**src/rtl/bmd_pkg.sv**
```systemverilog
package bmd_pkg;

    localparam int ADDR_W  = 16;
    localparam int DATA_W  = 16;
    localparam int NUM_RGN = 4;

    // Window indices: 0 ROM, 1 console, 2 framebuffer, 3 RAM
    localparam int RGN_BASE  [NUM_RGN] = '{32'h0000, 32'h4000, 32'h4100, 32'h8000};
    localparam int RGN_WORDS [NUM_RGN] = '{16384, 1, 4, 32768};
    localparam bit RGN_RD    [NUM_RGN] = '{1'b1, 1'b0, 1'b1, 1'b1};
    localparam bit RGN_WR    [NUM_RGN] = '{1'b0, 1'b1, 1'b1, 1'b1};

    typedef enum logic [2:0] {
        RGN_NONE = 3'd0,
        RGN_ROM  = 3'd1,
        RGN_CON  = 3'd2,
        RGN_FB   = 3'd3,
        RGN_RAM  = 3'd4
    } rgn_e;

    typedef enum logic [2:0] {
        RSP_IDLE,
        RSP_ROM,
        RSP_FB,
        RSP_RAM,
        RSP_ERR
    } rsp_e;

endpackage

```
**src/rtl/bmd_region_decode.sv**
```systemverilog
module bmd_region_decode
    import bmd_pkg::*;
(
    input  logic [ADDR_W-1:0] addr,
    output rgn_e              rgn,
    output logic [ADDR_W-1:0] offset
);

    logic [NUM_RGN-1:0] hit;
    logic [ADDR_W-1:0]  base;

    // One range comparator per window
    for (genvar i = 0; i < NUM_RGN; i++) begin : g_win
        assign hit[i] = (32'(addr) >= RGN_BASE[i]) &&
                        (32'(addr) <  (RGN_BASE[i] + RGN_WORDS[i]));
    end

    // Windows do not overlap, so at most one hit is set
    always_comb begin
        rgn  = RGN_NONE;
        base = '0;
        for (int i = 0; i < NUM_RGN; i++) begin
            if (hit[i]) begin
                rgn  = rgn_e'(i + 1);
                base = ADDR_W'(RGN_BASE[i]);
            end
        end
    end

    assign offset = addr - base;

endmodule

```
**src/rtl/bmd_access_check.sv**
```systemverilog
module bmd_access_check
    import bmd_pkg::*;
(
    input  logic req,
    input  logic we,
    input  rgn_e rgn,
    output logic grant,
    output logic fault
);

    logic allowed;

    // An access with no hit, or one that lacks the right, is refused
    always_comb begin
        allowed = 1'b0;
        for (int i = 0; i < NUM_RGN; i++) begin
            if (rgn == rgn_e'(i + 1)) begin
                allowed = we ? RGN_WR[i] : RGN_RD[i];
            end
        end
    end

    assign grant = req &  allowed;
    assign fault = req & ~allowed;

endmodule

```
**src/rtl/bmd_resp_fsm.sv**
```systemverilog
module bmd_resp_fsm
    import bmd_pkg::*;
(
    input  logic              clk,
    input  logic              rst_n,
    input  logic              grant,
    input  logic              fault,
    input  logic              we,
    input  rgn_e              rgn,
    input  logic [DATA_W-1:0] rom_rdata,
    input  logic [DATA_W-1:0] fb_rdata,
    input  logic [DATA_W-1:0] ram_rdata,
    output logic [DATA_W-1:0] rdata,
    output logic              err,
    output logic              sticky
);

    rsp_e state, state_nx;

    // Next-state selection from the current request
    always_comb begin
        state_nx = RSP_IDLE;
        if (fault) begin
            state_nx = RSP_ERR;
        end else if (grant && !we) begin
            unique case (rgn)
                RGN_ROM: state_nx = RSP_ROM;
                RGN_FB:  state_nx = RSP_FB;
                RGN_RAM: state_nx = RSP_RAM;
                default: state_nx = RSP_IDLE;
            endcase
        end
    end

    // State register
    always_ff @(posedge clk) begin
        if (!rst_n) state <= RSP_IDLE;
        else        state <= state_nx;
    end

    // Sticky fault flag
    always_ff @(posedge clk) begin
        if (!rst_n)     sticky <= 1'b0;
        else if (fault) sticky <= 1'b1;
    end

    // Outputs decoded from the state
    always_comb begin
        rdata = '0;
        err   = 1'b0;
        unique case (state)
            RSP_IDLE: rdata = '0;
            RSP_ROM:  rdata = rom_rdata;
            RSP_FB:   rdata = fb_rdata;
            RSP_RAM:  rdata = ram_rdata;
            RSP_ERR:  err   = 1'b1;
            default:  rdata = '0;
        endcase
    end

endmodule

```
**src/rtl/bus_addr_decoder.sv**
```systemverilog
module bus_addr_decoder
    import bmd_pkg::*;
(
    input  logic              clk,
    input  logic              rst_n,
    input  logic              bus_req,
    input  logic              bus_we,
    input  logic [ADDR_W-1:0] bus_addr,
    input  logic [DATA_W-1:0] bus_wdata,
    output logic [DATA_W-1:0] bus_rdata,
    output logic              bus_err,
    output logic              err_sticky,
    output logic              slv_we,
    output logic [DATA_W-1:0] slv_wdata,
    output logic [ADDR_W-1:0] slv_off,
    output logic              rom_sel,
    input  logic [DATA_W-1:0] rom_rdata,
    output logic              con_sel,
    output logic              fb_sel,
    input  logic [DATA_W-1:0] fb_rdata,
    output logic              ram_sel,
    input  logic [DATA_W-1:0] ram_rdata
);

    rgn_e               rgn;
    logic               grant;
    logic               fault;
    logic [NUM_RGN-1:0] sel;

    bmd_region_decode u_dec (
        .addr   (bus_addr),
        .rgn    (rgn),
        .offset (slv_off)
    );

    bmd_access_check u_acc (
        .req   (bus_req),
        .we    (bus_we),
        .rgn   (rgn),
        .grant (grant),
        .fault (fault)
    );

    // One strobe per window, raised only for a granted access
    for (genvar i = 0; i < NUM_RGN; i++) begin : g_sel
        assign sel[i] = grant && (rgn == rgn_e'(i + 1));
    end

    assign rom_sel   = sel[0];
    assign con_sel   = sel[1];
    assign fb_sel    = sel[2];
    assign ram_sel   = sel[3];
    assign slv_we    = grant & bus_we;
    assign slv_wdata = bus_wdata;

    bmd_resp_fsm u_rsp (
        .clk       (clk),
        .rst_n     (rst_n),
        .grant     (grant),
        .fault     (fault),
        .we        (bus_we),
        .rgn       (rgn),
        .rom_rdata (rom_rdata),
        .fb_rdata  (fb_rdata),
        .ram_rdata (ram_rdata),
        .rdata     (bus_rdata),
        .err       (bus_err),
        .sticky    (err_sticky)
    );

endmodule

```
**config.mk**
```make
export PLATFORM = sky130hd
export DESIGN_NAME = bus_addr_decoder
export DESIGN_NICKNAME = d
export VERILOG_FILES = /design/src/rtl/bmd_pkg.sv /design/src/rtl/bmd_region_decode.sv /design/src/rtl/bmd_access_check.sv /design/src/rtl/bmd_resp_fsm.sv /design/src/rtl/bus_addr_decoder.sv
export SDC_FILE = /design/constraint.sdc
export NUM_CORES = 1
export LEC_CHECK = 0
export BUFFER_PORTS_ARGS = -buffer_cell sky130_fd_sc_hd__buf_2
export CAP_MARGIN = 40
export CORE_MARGIN = 2
export CORE_UTILIZATION = 33
export CTS_CLUSTER_DIAMETER = 50
export CTS_CLUSTER_SIZE = 24
export DETAILED_ROUTE_END_ITERATION = 10
export PLACE_DENSITY = 0.86
export SYNTH_ARGS = -nofsm -noshare
export SYNTH_HDL_FRONTEND = slang
export SYNTH_HIERARCHICAL = 1
export SYNTH_SLANG_ARGS = --single-unit
```
**constraint.sdc**
```tcl
create_clock -name clk -period 2.15 [get_ports clk]
set_input_delay 0.1075 -clock clk [delete_from_list [all_inputs] [get_ports clk]]
set_output_delay 0.1075 -clock clk [all_outputs]
set_load 0.005 [all_outputs]
```
Word level (Yosys, flattened, before mapping)
Cells that the tools add are included.
{"block": "word_totals", "reg_bits": 4, "out_inout_bits": 55, "word_cells": 51}
{"block": "classes", "n_mux": 18, "n_reduce_logical": 9, "n_lt_le_gt_ge": 6, "n_eq_ne": 8, "n_bitwise": 6, "n_addsub": 1}
{"operator": "$lt A16 B15 Y1 const B", "count": 3}
{"operator": "$pmux W16 S3", "count": 1}
{"operator": "$ge A16 B15 Y1 const B", "count": 2}
{"operator": "$mux W15", "count": 2}
{"operator": "$ge A16 B16 Y1 const B", "count": 1}
{"operator": "$mux W16", "count": 1}
{"operator": "$sub A16 B16 Y16", "count": 1}
{"operator": "$mux W3", "count": 5}
{"operator": "$eq A3 B2 Y1 const B", "count": 4}
{"operator": "$mux W1", "count": 8}
{"operator": "$logic_and A1 B1 Y1", "count": 7}
{"operator": "$eq A3 B1 Y1 const B", "count": 2}
{"operator": "$eq A3 B3 Y1 const B", "count": 2}
{"operator": "$pmux W2 S3", "count": 1}
{"operator": "$and A1 B1 Y1", "count": 3}
{"operator": "$not A1 Y1", "count": 3}
{"operator": "$reduce_or A3 Y1", "count": 1}
{"operator": "$logic_not A1 Y1", "count": 1}

Longest topological paths before layout
{"block": "logic_depth", "word_depth": 14, "mapped_depth": 7, "mapped_depth_nobuf": 7}

By module
The synthesis kept the hierarchy.
{"module": "bmd_resp_fsm", "cells_each": 71, "seq_area_each_um2": 80.1, "instances": 1, "area_each_um2": 586.8}
{"module": "bmd_region_decode", "cells_each": 40, "seq_area_each_um2": 0.0, "instances": 1, "area_each_um2": 284.0}
{"module": "bus_addr_decoder", "cells_each": 21, "seq_area_each_um2": 0.0, "instances": 1, "area_each_um2": 175.2}
{"module": "bmd_access_check", "cells_each": 7, "seq_area_each_um2": 0.0, "instances": 1, "area_each_um2": 57.6}

Least setup slack after synthesis
No wires, ideal clock.
{"block": "synth_timing", "path_kind": "in2reg", "from": "input port bus_addr[10]", "to": "register u_rsp.state[0]", "setup_time_ps": 78, "n_path_buf": 0, "t_arrival_ps": 1626, "stages": 7, "setup_slack_ps": 446, "path_cell_list": "nor4_4 nand4_1 o22ai_1 mux2_4 o211a_1 nand4bb_1 nor3_1"}
{"block": "synth_between", "elab_chain_cells": 14, "elab_cells_between_ends": 27, "classes_between": "order compare (6); eq/ne (4); mux (9); bitwise (4); reduce/logical (4)"}
{"item": "from (decl)", "line": "bus_addr_decoder.sv:8", "rtl": "input logic [ADDR_W-1:0] bus_addr,"}
{"item": "$lt A16 B15 Y1 / $ge A16 B15 Y1 (equally long branches)", "line": "bmd_region_decode.sv:15, bmd_region_decode.sv:14"}
{"item": "$mux W1 / $logic_and A1 B1 Y1 (equally long branches)", "line": "bmd_region_decode.sv:23, bmd_region_decode.sv:14"}
{"item": "$mux W3 (2 in series)", "line": "bmd_region_decode.sv:23", "rtl": "if (hit[i]) begin"}
{"item": "$mux W3 (*)", "line": "bmd_region_decode.sv:23"}
{"item": "via rgn[0]", "line": "bus_addr_decoder.sv:25", "rtl": "rgn_e rgn;"}
{"item": "$eq A3 B1 Y1", "line": "bmd_access_check.sv:17", "rtl": "if (rgn == rgn_e'(i + 1)) begin"}
{"item": "$mux W1 (3 in series)", "line": "bmd_access_check.sv:17"}
{"item": "$mux W1 (*)", "line": "bmd_access_check.sv:17"}
{"item": "$and A1 B1 Y1 (*)", "line": "bmd_access_check.sv:23", "rtl": "assign grant = req & allowed;"}
{"item": "via grant", "line": "bus_addr_decoder.sv:26", "rtl": "logic grant;"}
{"item": "$logic_and A1 B1 Y1 (*)", "line": "bmd_resp_fsm.sv:25", "rtl": "end else if (grant && !we) begin"}
{"item": "$not A1 Y1 (no source line) (*)"}
{"item": "$reduce_or A3 Y1 (no source line) (*)"}
{"item": "to (signal assigned)", "line": "bmd_resp_fsm.sv:38", "rtl": "else state <= state_nx;"}
{"item": "to (decl)", "line": "bmd_resp_fsm.sv:18", "rtl": "rsp_e state, state_nx;"}
The timed path passes the listed nets; every way through them passes the cells marked *.
A chain may end at the register's enable or synchronous reset.

Final worst setup path
{"block": "layout_timing", "from": "input port bus_addr[10]", "to": "output port slv_off[12]"}
{"block": "layout_between", "elab_chain_cells": 5, "elab_cells_between_ends": 7, "classes_between": "add/sub (1); order compare (3); mux (2); reduce/logical (1)"}
{"item": "$ge A16 B15 Y1 / $lt A16 B15 Y1 (equally long branches)", "line": "bmd_region_decode.sv:14, bmd_region_decode.sv:15"}
{"item": "$logic_and A1 B1 Y1", "line": "bmd_region_decode.sv:14", "rtl": "assign hit[i] = (32'(addr) >= RGN_BASE[i]) &&"}
{"item": "$mux W15", "line": "bmd_region_decode.sv:23"}
{"item": "$mux W16", "line": "bmd_region_decode.sv:23"}
{"item": "$sub A16 B16 Y16 (*)", "line": "bmd_region_decode.sv:30", "rtl": "assign offset = addr - base;"}
{"item": "to (decl)", "line": "bus_addr_decoder.sv:15", "rtl": "output logic [ADDR_W-1:0] slv_off,"}
Every way passes the cells marked *; elsewhere a longest branch is shown, timed or not.

==> summary.md <==
| Metric | Value |
|---|---|
| Synth area leaders | buf_4 16%, mux2i_1 15%, a211oi_1 11% |
| Main synth FF type | dfxtp_1 |
| Root Driver | clkbuf_4 |
| Synth area leader | buf_4 |
| # H-tree levels | 1 |
| Syn nets | 226 |
| Initial core utilization | 35.3% |
| Vias in the first global route | 1037 |
| Die Area | 3820 sq um |
| Postcts setup bufs | 0 |
| Hpwl dp | 2540 um |
| Routed WL per cell | 11.6 um |
| Top-count cell post-synth | buf_4 |
| RSZ-0062 raised after global routing | no |
| Register area | 80.1 sq um |
| Hold depth | 2 |
| Post-Syn Instances | 139 |
| Worst Hold Path EP | u_rsp/sticky |
| Area growth from synthesis to layout | 34.0% |
| Path depth of the worst reg2reg path | 1 |
| Gr ovfl total | 0 |
| # DRC | 0 |
| Compound-Gate Fraction of Synth Area | 24.7% |
| Post-CTS Resized | 0 |
| Final nets | 306 |
| CP Max Fanout | 5 |
| CTS tree | built |
| Seq cells post-synth | 4 |
| First-pass GRT wire length | 4150 um |
| # IOs | 139 |
| RR Startpoint | u_rsp/sticky |
| Post-synthesis mux area share | 15.9% |
| Inserted Diodes | 0 |
| Synth cell count leaders | 24 x buf_4, 18 x a21oi_1, 16 x a211oi_1, 16 x mux2i_1, 6 x inv_1 |
| Total power | 0.337 mW |
| Crit Reg-Reg Endpoint | u_rsp/sticky |
| Hold_buf cts | 0 |
| Final Setup Violations | 0 |
| Clock skew | 0 ns |
| WS Path Type | in -> out |
| Hold Path Class | in -> reg |
| Placed cells | 258 |
| Initial antenna violation count | 0 |
| Dpl cell area | 1460 sq um |
| P_leak | 0.743 nW |
| Syn Area/Cell | 7.94 sq um |
| Critical Path AT | 1.79 ns |
| Layout cells sized above 1 | 54.4% |
| Simple-gate portion of the synthesized area | 18.9% |
| WP data required | 2.04 ns |
| Overall Global Routing Usage | 14.4% |
| Post-Synth Adder-Cell Area | 3.40% |
| Max frequency | 528 MHz |
| Row Count | 20 |
| Asr flop ratio synth | 0% |
| Port Buffers | 106 |
| Sequential element share of the synthesized area | 7.26% |
| Power Density | 228 nW/um^2 |
| CP Capture Type | output pin |
| Non-Filler Instances | 261 |
| Slew @ Worst Pin | 0.578 ns |
| Max-cap violations | 0 |
| Post-route ant nets | 0 |
| Filler cells | 324 |
| EDFF count, synth | 0 |
| Detailed-router iteration count before antenna repair | 4 |
| CTS Buf Count | 3 |
| TNS Setup | 0 ns |
| CTS Sinks | 4 |
| Drt via density | 4.82 |
| Die Wd | 61.8 um |
| Design Area, Final | 1480 sq um |
| Hold path start | rst_n |
| Rel. slew slack | 61.4% |
| Netlist cell types | 40 |
| Core area | 3130 sq um |
| Synth warnings | 6 |
| CP startpoint kind | primary input |
| Synth top area share | 16.3% |
| Status | completed |
| DR vias | 1259 |
| Reg-to-reg slack, setup | 1.57 ns |
| Die Span Y | 61.8 um |
| Final WS setup | 0.255 ns |
| Buffer depth of the longest clock path | 2 |
| Final Hold Viols | 0 |
| Cell area after synthesis | 1100 sq um |
| Final Max Slew Viols | 0 |
| Worst vdd ir | 132 uV |
| Total wire length | 3040 um |
| Synth Area in XOR/XNOR | 3.97% |
| CTS clk-pin slew, worst paths | 0.04 ns |
| Later-pin clock latency in the skew report | 0.23 ns |
| DR iter-0 viols | 25 |
| Pre-CTS setup slack | 0.269 ns |
| Multi-input gate area | 738 sq um |
| Gpl congestion | 0.744 |
| Main combinational cell family by area after synthesis | buffers and inverters |
| Largest net degree at the start of global routing | 34 |
| Crit path time final | 1.90 ns |
| Crit share post-route | 88.2% |
power by group:
group / internal, mW / switching (mW) / leakage (nW)
logic: 0.0919 / 0.0695 / 0.697
registers: 0.0777 / 0.00526 / 0.0327
clock network: 0.0624 / 0.0302 / 0.0138
total: 0.232 / 0.105 / 0.743
state kept, by name, indices dropped and copies added, names as in the netlist:
register	count
u_rsp/state	3
u_rsp/sticky	1
routing by layer:
| layer | share of wire (%) | global-route usage [%] |
|---|---|---|
| met5 | 0 | 0 |
| met2 | 51 | 27.8 |
| met1 | 38 | 14.6 |
| met3 | 12 | 3.52 |
| met4 | 0 | 5.47 |
critical path: stages:
cell and delay [ns]:
buf_2 0.14, nor4_4 0.36, and4_1 0.28, and2_1 0.13
ha_1 0.19, ha_1 0.23, nand2_1 0.09, xnor2_1 0.13
buf_2 0.13
placed cells by master, fill, tap and decap left out, types with 2 or more instances in the layout:
master / n
o21a_1: 2
nor2_1: 3
xor2_1: 3
o21ai_0: 2
buf_4: 4
ha_1: 3
a211oi_1: 16
a21oi_1: 18
dfxtp_1: 4
mux2i_1: 16
xnor2_1: 2
and2_1: 3
nor3b_1: 2
and4bb_1: 3
clkbuf_4: 3
nor3_1: 2
buf_2: 106
inv_1: 6
nand2_1: 3
layout make-up:
class                           instances  share of cell area [%]
Sequential cell                         4                    5.41
Tap cell                               44                    3.72
Timing Repair Buffer                  110                    37.9
Multi-Input combinational cell         94                    49.9
Inverter                                6                    1.52
Clock buffer                            3                    1.52
per-stage QoR:
| step | hold slack, ns | util [%] |
|---|---|---|
| finish | 0.114 | 47.3 |
| global route | 0.121 | 47.3 |
| CTS | 0.109 | 47.3 |
| detailed placement | 0.215 | 46.6 |
| global placement | 0.215 | 46.6 |
| floorplan | 0.225 | - |
how the worst max path moves through the flow:
| stage | from | end | slack [ns] | cells past startpoint |
|---|---|---|---|---|
| 2_1_floorplan | bus_addr[10] | u_rsp/state[0] | 0.45 | 7 |
| 3_3_place_gp | bus_addr[10] | fb_sel | 0.34 | 9 |
| 6_report | bus_addr[10] | slv_off[12] | 0.25 | 9 |
| 4_1_cts | bus_addr[10] | slv_off[12] | 0.27 | 9 |
| 3_5_place_dp | bus_addr[10] | slv_off[12] | 0.27 | 9 |
| 5_1_grt | bus_addr[10] | slv_off[13] | 0.1 | 9 |
cell families (layout without fill, tap and decap cells):
family                   count (synthesis)  in the layout
AO/OA/AOI/OAI                           42             42
buffers and inverters                   41            119
AND/OR/NAND/NOR                         27             27
multiplexers                            17             17
XOR/XNOR                                 5              5
flip-flops                               4              4
adder cells (fa/ha/maj)                  3              3
Power figures use the tool's default switching activity.
